`src/rtl/dram_bank_pkg.sv`:
```
package dram_bank_pkg;
  typedef enum logic [1:0] {
    CLS_NONE     = 2'd0,
    CLS_HIT      = 2'd1,
    CLS_EMPTY    = 2'd2,
    CLS_CONFLICT = 2'd3
  } accClassT;

  typedef enum logic [1:0] {
    CMD_NOP = 2'd0,
    CMD_PRE = 2'd1,
    CMD_ACT = 2'd2,
    CMD_COL = 2'd3
  } bankCmdT;

  // control-to-datapath strobes
  typedef struct packed {
    logic accept;  // latch request fields
    logic preWb;   // write open row back, close it
    logic act;     // copy addressed row into buffer
    logic colRd;   // load serialiser from buffer slot
    logic colWr;   // store write byte into buffer slot
    logic shift;   // advance serialiser
  } bankStrobeT;
endpackage

```
`src/rtl/dram_bank_ctrl.sv`:
```
module dram_bank_ctrl
  import dram_bank_pkg::*;
#(
  parameter int LAT_HIT   = 2,
  parameter int LAT_EMPTY = 4,
  parameter int LAT_CONF  = 6,
  parameter int BURST     = 8
) (
  input  logic       clk,
  input  logic       rstN,
  input  logic       reqValid,
  input  logic       reqWrite,
  input  logic       rowOpen,
  input  logic       rowMatch,
  output logic       reqReady,
  output bankStrobeT strobe,
  output accClassT   curClass,
  output bankCmdT    cmd,
  output logic       respValid,
  output logic       respDone
);
  localparam int LAT_W = $clog2(LAT_CONF + 1);
  localparam int BIT_W = (BURST > 1) ? $clog2(BURST) : 1;
  localparam logic [LAT_W-1:0] L_HIT   = LAT_W'(LAT_HIT);
  localparam logic [LAT_W-1:0] L_EMPTY = LAT_W'(LAT_EMPTY);
  localparam logic [LAT_W-1:0] L_CONF  = LAT_W'(LAT_CONF);
  localparam logic [BIT_W-1:0] LAST_BIT = BIT_W'(BURST - 1);

  typedef enum logic [1:0] {ST_IDLE, ST_WAIT, ST_XFER} seqStateT;

  seqStateT         state;
  logic [LAT_W-1:0] waitCnt, lat;
  logic [BIT_W-1:0] bitCnt;
  logic             isWrite;
  accClassT         clsNext;
  logic [LAT_W-1:0] latNext;
  logic             colCycle;

  always_comb begin
    if (!rowOpen)      clsNext = CLS_EMPTY;
    else if (rowMatch) clsNext = CLS_HIT;
    else               clsNext = CLS_CONFLICT;
    case (clsNext)
      CLS_HIT:   latNext = L_HIT;
      CLS_EMPTY: latNext = L_EMPTY;
      default:   latNext = L_CONF;
    endcase
  end

  assign reqReady = (state == ST_IDLE);
  assign colCycle = (state == ST_WAIT) && (waitCnt == lat - LAT_W'(1));

  always_comb begin
    strobe        = '0;
    strobe.accept = reqReady && reqValid;
    strobe.preWb  = (state == ST_WAIT) && (waitCnt == '0) && (curClass == CLS_CONFLICT);
    strobe.act    = (state == ST_WAIT) && (curClass != CLS_HIT) && (waitCnt == lat - L_EMPTY);
    strobe.colRd  = colCycle && !isWrite;
    strobe.colWr  = colCycle && isWrite;
    strobe.shift  = (state == ST_XFER);
  end

  always_comb begin
    if (colCycle)          cmd = CMD_COL;
    else if (strobe.preWb) cmd = CMD_PRE;
    else if (strobe.act)   cmd = CMD_ACT;
    else                   cmd = CMD_NOP;
  end

  assign respValid = (state == ST_XFER) && !isWrite;
  assign respDone  = (state == ST_XFER) && (bitCnt == LAST_BIT);

  always_ff @(posedge clk) begin
    if (!rstN) begin
      state    <= ST_IDLE;
      waitCnt  <= '0;
      lat      <= '0;
      bitCnt   <= '0;
      isWrite  <= 1'b0;
      curClass <= CLS_NONE;
    end else begin
      case (state)
        ST_IDLE: if (strobe.accept) begin
          state    <= ST_WAIT;
          waitCnt  <= '0;
          lat      <= latNext;
          isWrite  <= reqWrite;
          curClass <= clsNext;
        end
        ST_WAIT: if (colCycle) begin
          state  <= ST_XFER;
          bitCnt <= '0;
        end else begin
          waitCnt <= waitCnt + LAT_W'(1);
        end
        ST_XFER: if (bitCnt == LAST_BIT) state <= ST_IDLE;
                 else bitCnt <= bitCnt + BIT_W'(1);
        default: state <= ST_IDLE;
      endcase
    end
  end
endmodule

```
`src/rtl/dram_bank_dp.sv`:
```
module dram_bank_dp
  import dram_bank_pkg::*;
#(
  parameter int ROW_W = 4,
  parameter int COL_W = 3,
  parameter int BURST = 8
) (
  input  logic             clk,
  input  logic             rstN,
  input  bankStrobeT       strobe,
  input  logic [ROW_W-1:0] reqRow,
  input  logic [COL_W-1:0] reqCol,
  input  logic [BURST-1:0] reqWdata,
  output logic             rowOpen,
  output logic             rowMatch,
  output logic             serBit
);
  localparam int NROWS   = 1 << ROW_W;
  localparam int SLOTS   = 1 << COL_W;
  localparam int ROW_LEN = SLOTS * BURST;

  logic [ROW_LEN-1:0] arrayMem [NROWS];
  logic [ROW_LEN-1:0] rowBuf;
  logic [ROW_W-1:0]   openRow, latRow;
  logic [COL_W-1:0]   latCol;
  logic [BURST-1:0]   latWdata, shiftReg;
  logic               openValid;

  function automatic logic [ROW_LEN-1:0] rowInit(input int r);
    logic [ROW_LEN-1:0] v;
    for (int s = 0; s < SLOTS; s++) v[s*BURST +: BURST] = BURST'(r * 17 + s * 3 + 1);
    return v;
  endfunction

  assign rowOpen  = openValid;
  assign rowMatch = (openRow == reqRow);
  assign serBit   = shiftReg[0];

  always_ff @(posedge clk) begin
    if (!rstN) begin
      for (int r = 0; r < NROWS; r++) arrayMem[r] <= rowInit(r);
      rowBuf    <= '0;
      openRow   <= '0;
      openValid <= 1'b0;
      latRow    <= '0;
      latCol    <= '0;
      latWdata  <= '0;
      shiftReg  <= '0;
    end else begin
      if (strobe.accept) begin
        latRow   <= reqRow;
        latCol   <= reqCol;
        latWdata <= reqWdata;
      end
      if (strobe.preWb) begin
        arrayMem[openRow] <= rowBuf;
        openValid         <= 1'b0;
      end
      if (strobe.act) begin
        rowBuf    <= arrayMem[latRow];
        openRow   <= latRow;
        openValid <= 1'b1;
      end
      if (strobe.colWr) rowBuf[int'(latCol)*BURST +: BURST] <= latWdata;
      if (strobe.colRd) shiftReg <= rowBuf[int'(latCol)*BURST +: BURST];
      else if (strobe.shift) shiftReg <= shiftReg >> 1;
    end
  end
endmodule

```
`src/rtl/dram_bank_seq.sv`:
```
module dram_bank_seq
  import dram_bank_pkg::*;
#(
  parameter int ROW_W     = 4,
  parameter int COL_W     = 3,
  parameter int BURST     = 8,
  parameter int LAT_HIT   = 2,
  parameter int LAT_EMPTY = 4,
  parameter int LAT_CONF  = 6
) (
  input  logic             clk,
  input  logic             rstN,
  input  logic             reqValid,
  output logic             reqReady,
  input  logic             reqWrite,
  input  logic [ROW_W-1:0] reqRow,
  input  logic [COL_W-1:0] reqCol,
  input  logic [BURST-1:0] reqWdata,
  output logic             respValid,
  output logic             respBit,
  output logic             respDone,
  output logic [1:0]       respClass,
  output logic [1:0]       cmd
);
  bankStrobeT strobe;
  accClassT   curClass;
  bankCmdT    cmdEnum;
  logic       rowOpen, rowMatch, serBit;

  dram_bank_ctrl #(
    .LAT_HIT(LAT_HIT), .LAT_EMPTY(LAT_EMPTY), .LAT_CONF(LAT_CONF), .BURST(BURST)
  ) u_ctrl (
    .clk(clk), .rstN(rstN), .reqValid(reqValid), .reqWrite(reqWrite),
    .rowOpen(rowOpen), .rowMatch(rowMatch), .reqReady(reqReady),
    .strobe(strobe), .curClass(curClass), .cmd(cmdEnum),
    .respValid(respValid), .respDone(respDone)
  );

  dram_bank_dp #(
    .ROW_W(ROW_W), .COL_W(COL_W), .BURST(BURST)
  ) u_dp (
    .clk(clk), .rstN(rstN), .strobe(strobe), .reqRow(reqRow), .reqCol(reqCol),
    .reqWdata(reqWdata), .rowOpen(rowOpen), .rowMatch(rowMatch), .serBit(serBit)
  );

  assign respBit   = respValid & serBit;
  assign respClass = curClass;
  assign cmd       = cmdEnum;
endmodule

```
`config.mk`:
```
export PLATFORM = sky130hd
export DESIGN_NAME = dram_bank_seq
export DESIGN_NICKNAME = d
export VERILOG_FILES = /design/src/rtl/dram_bank_pkg.sv /design/src/rtl/dram_bank_ctrl.sv /design/src/rtl/dram_bank_dp.sv /design/src/rtl/dram_bank_seq.sv
export SDC_FILE = /design/constraint.sdc
export NUM_CORES = 2
export LEC_CHECK = 0
export ABC_AREA = 1
export BUFFER_PORTS_ARGS = -buffer_cell sky130_fd_sc_hd__buf_2
export CORE_MARGIN = 1
export CORE_UTILIZATION = 50
export CTS_BUF_LIST = sky130_fd_sc_hd__clkbuf_8
export DETAILED_ROUTE_END_ITERATION = 8
export PLACE_DENSITY = 0.68
export SLEW_MARGIN = 20
export SYNTH_ARGS = -nofsm -noshare
export SYNTH_HDL_FRONTEND = slang
export SYNTH_HIERARCHICAL = 1
export SYNTH_SLANG_ARGS = --single-unit
```
`constraint.sdc`:
```
create_clock -name clk -period 3.9 [get_ports clk]
set_clock_uncertainty 0.1 [all_clocks]
set_input_delay 0.195 -clock clk [delete_from_list [all_inputs] [get_ports clk]]
set_output_delay 0.195 -clock clk [all_outputs]
set_load 0.05 [all_outputs]
```
**After elaboration in Yosys (flattened, before gate mapping)**

Memory sizes are Yosys's and may differ from the RTL's. A register that Yosys moved wholly into a read port is not among the register bits.
Cells that the tools add are included.

- Flip-flop bits (word level): 106
- RAM bits: 1,024
- Input port bits: 19
- Output and inout bits: 8
- Logic and storage cells: 93
- Memories: 1

Memories:

| name | depth | width | read ports | clocked after Yosys merged registers in | write ports | RTL line | RTL |
|---|---|---|---|---|---|---|---|
| u_dp.arrayMem | 16 | 64 | 1 | 1 | 16 | dram_bank_dp.sv:22 | `logic [ROW_LEN-1:0] arrayMem [NROWS];` |

- Add/subtract/negate cells: 5
- Eq/ne operators: 15
- Shift-type cells: 3
- Mux-type cells: 33
- Bitwise operators: 1
- Reductions and logical operators: 22

Operators by type and width:

| cell | count |
|---|---|
| $mux 64 | 4 |
| $bwmux 64 | 1 |
| $reduce_or 64->1 | 1 |
| $shift 8x33->64 const A | 1 |
| $shiftx 64x7->8 | 1 |
| $shiftx 8x33->64 | 1 |
| $neg 6->33 | 1 |
| $pmux 3 s2 | 3 |
| $mux 2 | 8 |
| $mux 8 | 2 |
| $mux 3 | 4 |
| $mux 4 | 3 |
| $logic_and 1x1->1 | 10 |
| $reduce_and 3->1 | 3 |
| $reduce_bool 2->1 | 4 |
| $mux 1 | 7 |
| $add 3x1->3 const B | 2 |
| $eq 2x2->1 const B | 3 |
| $eq 3x3->1 | 2 |
| $ne 2x1->1 const B | 3 |
| $ne 2x2->1 const B | 3 |
| $pmux 2 s3 | 1 |
| $eq 2x1->1 const B | 2 |
| $eq 4x4->1 | 1 |
| 8 further kinds | 8 |

**Logic depth before layout (Yosys ltp)**

- Depth in word-level cells: 8
- Mapped depth: 13
- Mapped depth without buffers: 13

**Hierarchy**

The synthesis kept the hierarchy.

By module, submodules not included:

| module | times used | cells each | area each (um^2) | sequential area each (um^2) |
|---|---|---|---|---|
| dram_bank_dp | 1 | 6,086 | 53,087.2 | 32,671.3 |
| dram_bank_ctrl | 1 | 105 | 709.4 | 260.2 |
| dram_bank_seq | 1 | 2 | 7.5 | 0.0 |

**Worst setup path before layout**

Ideal clock, no wire load.

- Path kind: reg2reg
- Start: reg u_ctrl.curClass[0]
- End: mem u_dp/arrayMem[2][0] in the netlist's numbering (enable)
- Setup time: 0.424 ns
- Data arrival time: 3.498 ns
- Required time: 3.376 ns
- Path slack: -0.121 ns
- Cell stages (with the launch flop): 11
- Path buffers: 2
- Clock period less this slack: 4.021 ns
- Cell sequence: dfxtp_1 -> inv_1 -> nor4_1 -> nand2_1 -> clkinv_1 -> nand3_1 -> nor2_2 -> inv_2 -> buf_2 -> buf_2 -> nand2_1

RTL lines:

| what | RTL line | RTL |
|---|---|---|
| from (decl) | dram_bank_ctrl.sv:17 | `output accClassT curClass,` |
| from (signal assigned) | dram_bank_ctrl.sv:88 | `curClass <= clsNext;` |
| to (decl) | dram_bank_dp.sv:22 |  |

==> flow_metrics.tcl <==
set metrics [dict create \
    synthArstFlopShare_pct 0 \
    finish.utilization_pct 56.0 \
    power_frac_seq_pct 50.6 \
    antenna_found_initial 3 \
    dp_hpwl_um 93700 \
    fin_nets 6158 \
    swShare_pct 28.4 \
    overflow 0 \
    cts.root.buffer_cell "clkbuf_8" \
    yosysWarnings 6 \
    finalPower_mw 26.9 \
    setup_violations 0 \
    crit_cells 8 \
    firstDrtPassIters 6 \
    slew_headroom_pct 27.4 \
    synth-edff-count 1024 \
    ant_nets 0 \
    crit_slowest_cell "buf_4" \
    maxCapViolations 0 \
    wl_met1_um 67100 \
    io_buffers 26 \
    path_max_fanout 74 \
    synthCells 6193 \
    yosys_register_bits 1133 \
    vias_per_cell 5.67 \
    drc 0 \
    cts_inserted_buffers 186 \
    start_util_pct 50.8 \
    leakage_nw 24.1 \
    cp-end-kind "output port" \
    layout_commonest_cell "nand2_1" \
    fmax_mhz 296 \
    final_cell_mix "nand2_1 (1,950), edfxtp_1 (1,024), inv_1 (929)" \
    worstSetupPathType "flop to output port" \
    cp_cell_sequence "inv_1, nor2_4, nand2_1, nor3_2, buf_4, nand2_1, nand2_1, buf_2" \
    required_ps 3610 \
    fin_tns_setup_ps 0 \
    drt_first_iter_violations 6282 \
    rsz0062_at_grt "no" \
    fin_area_sq_um 59300 \
    p_per_area_nw_per_um2 453 \
    grt_max_degree 163 \
    first_global_vias 41300 \
    netlist-cell-type-count 33 \
    fp-row-count 119 \
    cts_max_level 4 \
    insertion_delay_ps 890 \
    area_delta_synth_final_pct 10.3 \
    drv_slew 0 \
    p_sw_mw 7.62 \
    status "finished clean" \
    die-area_sq_um 109000 \
    synthTopCellsByArea "edfxtp_1 (57%), nand2_1 (14%), nand3_1 (7.5%)" \
    post-place-ws_ps 668 \
    drive_above_1_share_pct 7.36 \
    r2r_start "u_ctrl/waitCnt[0]" \
    grt_pass1_wl_um 262000 \
    track_usage_pct 32.9 \
    internal_power_mw 19.3 \
    critPathLaunch "u_ctrl/state[0]" \
    reg2regPathDepth 11 \
    hold_viol_final 0 \
    met3_length_um 23700 \
    yosys_most_used_dff "edfxtp_1" \
    period_share_pct 86.6 \
    endpoint "cmd[1]" \
    cts.sinks 1133 \
    vias 43600 \
    p_comb_share_pct 12.5 \
    hp-class "input port to flop" \
    rrSetupSlack_ps 570 \
    syn_avg_cell_area_sq_um 8.69 \
    cp.arrival_ps 3080 \
    worstHoldStart "reqWdata[2]" \
    syn-num-nets 6219 \
    clk_path_buf_depth 3 \
    synth_top_area_cell "edfxtp_1" \
    wl_per_cell_um 23.3 \
    synth.top_cell.area_share_pct 57.2 \
    syn_area_sq_um 53800 \
    peakVddDrop_uv 369 \
    p_clk_share_pct 36.9 \
    cp_common_cell "nand2_1" \
    core_area_sq_um 106000 \
    fp.dieH_um 330 \
    reg2reg_to "u_dp/arrayMem[14][4]" \
    worst-slew-pin-transition_ps 1090 \
    tritoncts "done" \
    pin_count 27 \
    clkTransAtPathRegs_ps 60 \
    totalWireLength_um 179000 \
    period_needed_ps 3380 \
    highest_layer "met5" \
    critPathLaunchType "flop" \
    fp.dieW_um 330 \
    worst_slack_ps 523 \
    routed-wl-met2_um 78000 \
    placed_area_sq_um 55600 \
    yosysSeqAreaShare_pct 61.2 \
    routabilityCongestion 0.925 \
    crit_path_max_incr_delay_ps 800 \
    critPathTopFamily "buffers and inverters" \
    crit_buf_inv 3 \
    ctsResizeCount 0 \
]
[repair_timing]
action | CTS | global route
hold buffers | 21 | 0
hold endpoints to repair | 48 | 0
setup buffers | 0 | 0
[cell usage after synthesis (all sizes together) (2+ instances only)]
cell,count
nor3,17
clkinv,43
buf,192
nand2,1969
a21oi,185
or2,2
nand3,810
o21ai,116
clkbuf,225
dfxtp,109
edfxtp,1024
nor2,605
xnor2,3
nand3b,6
inv,871
nand4,4
ha,7
[state kept, by name, indices dropped and copies added (netlist names), 2 cells and up, named ones only]
name,flops
u_ctrl/bitCnt,3
u_ctrl/state,2
u_dp/rowBuf,64
u_dp/openRow,4
u_dp/arrayMem,1024
u_ctrl/waitCnt,3
u_dp/shiftReg,8
u_ctrl/lat,2
u_dp/latWdata,8
u_dp/latRow,4
u_ctrl/curClass,2
u_dp/latCol,3
[metal layers]
layer	global-route usage, %	up-vias
met2	49.7	2866
met4	17.4	4
met3	7.87	568
met1	44.3	20600
li1	-	19500
met5	0	-
[worst min-delay path, cell delays in order]
cell and delay [ps]:
dlygate4sd3_1 520, buf_2 190, nor2_1 70, nor2_1 90
[through the flow]
stage | hold slack (ps) | std cells
final | 116 | 7692
after detailed placement | 361 | 7314
after global placement | 357 | 7314
after global routing | 135 | 7691
after floorplan | 216 | 6193
after CTS | 53.7 | 7686
[power groups by stage]
stage / sequential, mW / combinational, mW / clock [mW]
after detailed placement: 13.8 / 3.24 / 0
final: 13.6 / 3.36 / 9.91
after global placement: 13.8 / 3.21 / 0
after CTS: 13.6 / 3.28 / 9.99
after floorplan: 13.8 / 2.13 / 0
after global routing: 13.6 / 3.59 / 10.5
[area by class of cell]
cell class / instances / area, sq um
Fill cell: 9380 / 46700
Sequential cell: 1133 / 32900
Multi-Input combinational cell: 3729 / 15900
Inverter: 914 / 3450
Clock buffer: 196 / 2700
Timing Repair Buffer: 168 / 1780
Tap cell: 1391 / 1740
Clock inverter: 155 / 813
Antenna cell: 6 / 15.0
[worst min-delay path by stage]
stage                        end  slack [ps]  cells past startpoint
6_report        u_dp/latWdata[2]         120                      4
3_5_place_dp    u_ctrl/bitCnt[1]         360                      2
5_1_grt         u_dp/latWdata[2]         140                      4
2_1_floorplan  u_ctrl/waitCnt[1]         220                      2
3_3_place_gp    u_ctrl/bitCnt[2]         360                      2
4_1_cts         u_dp/latWdata[2]          50                      4
[cells by family after synthesis]
kind of cell / synth area share, %
and+or+nand+nor: 26.1
AOI/OAI and AO/OA: 2.86
buffers and inverters: 9.66
DFF: 61.2
xor gates and xnor gates: 0.0488
adders and majority gates: 0.163
(Power assumes the default switching activity.)
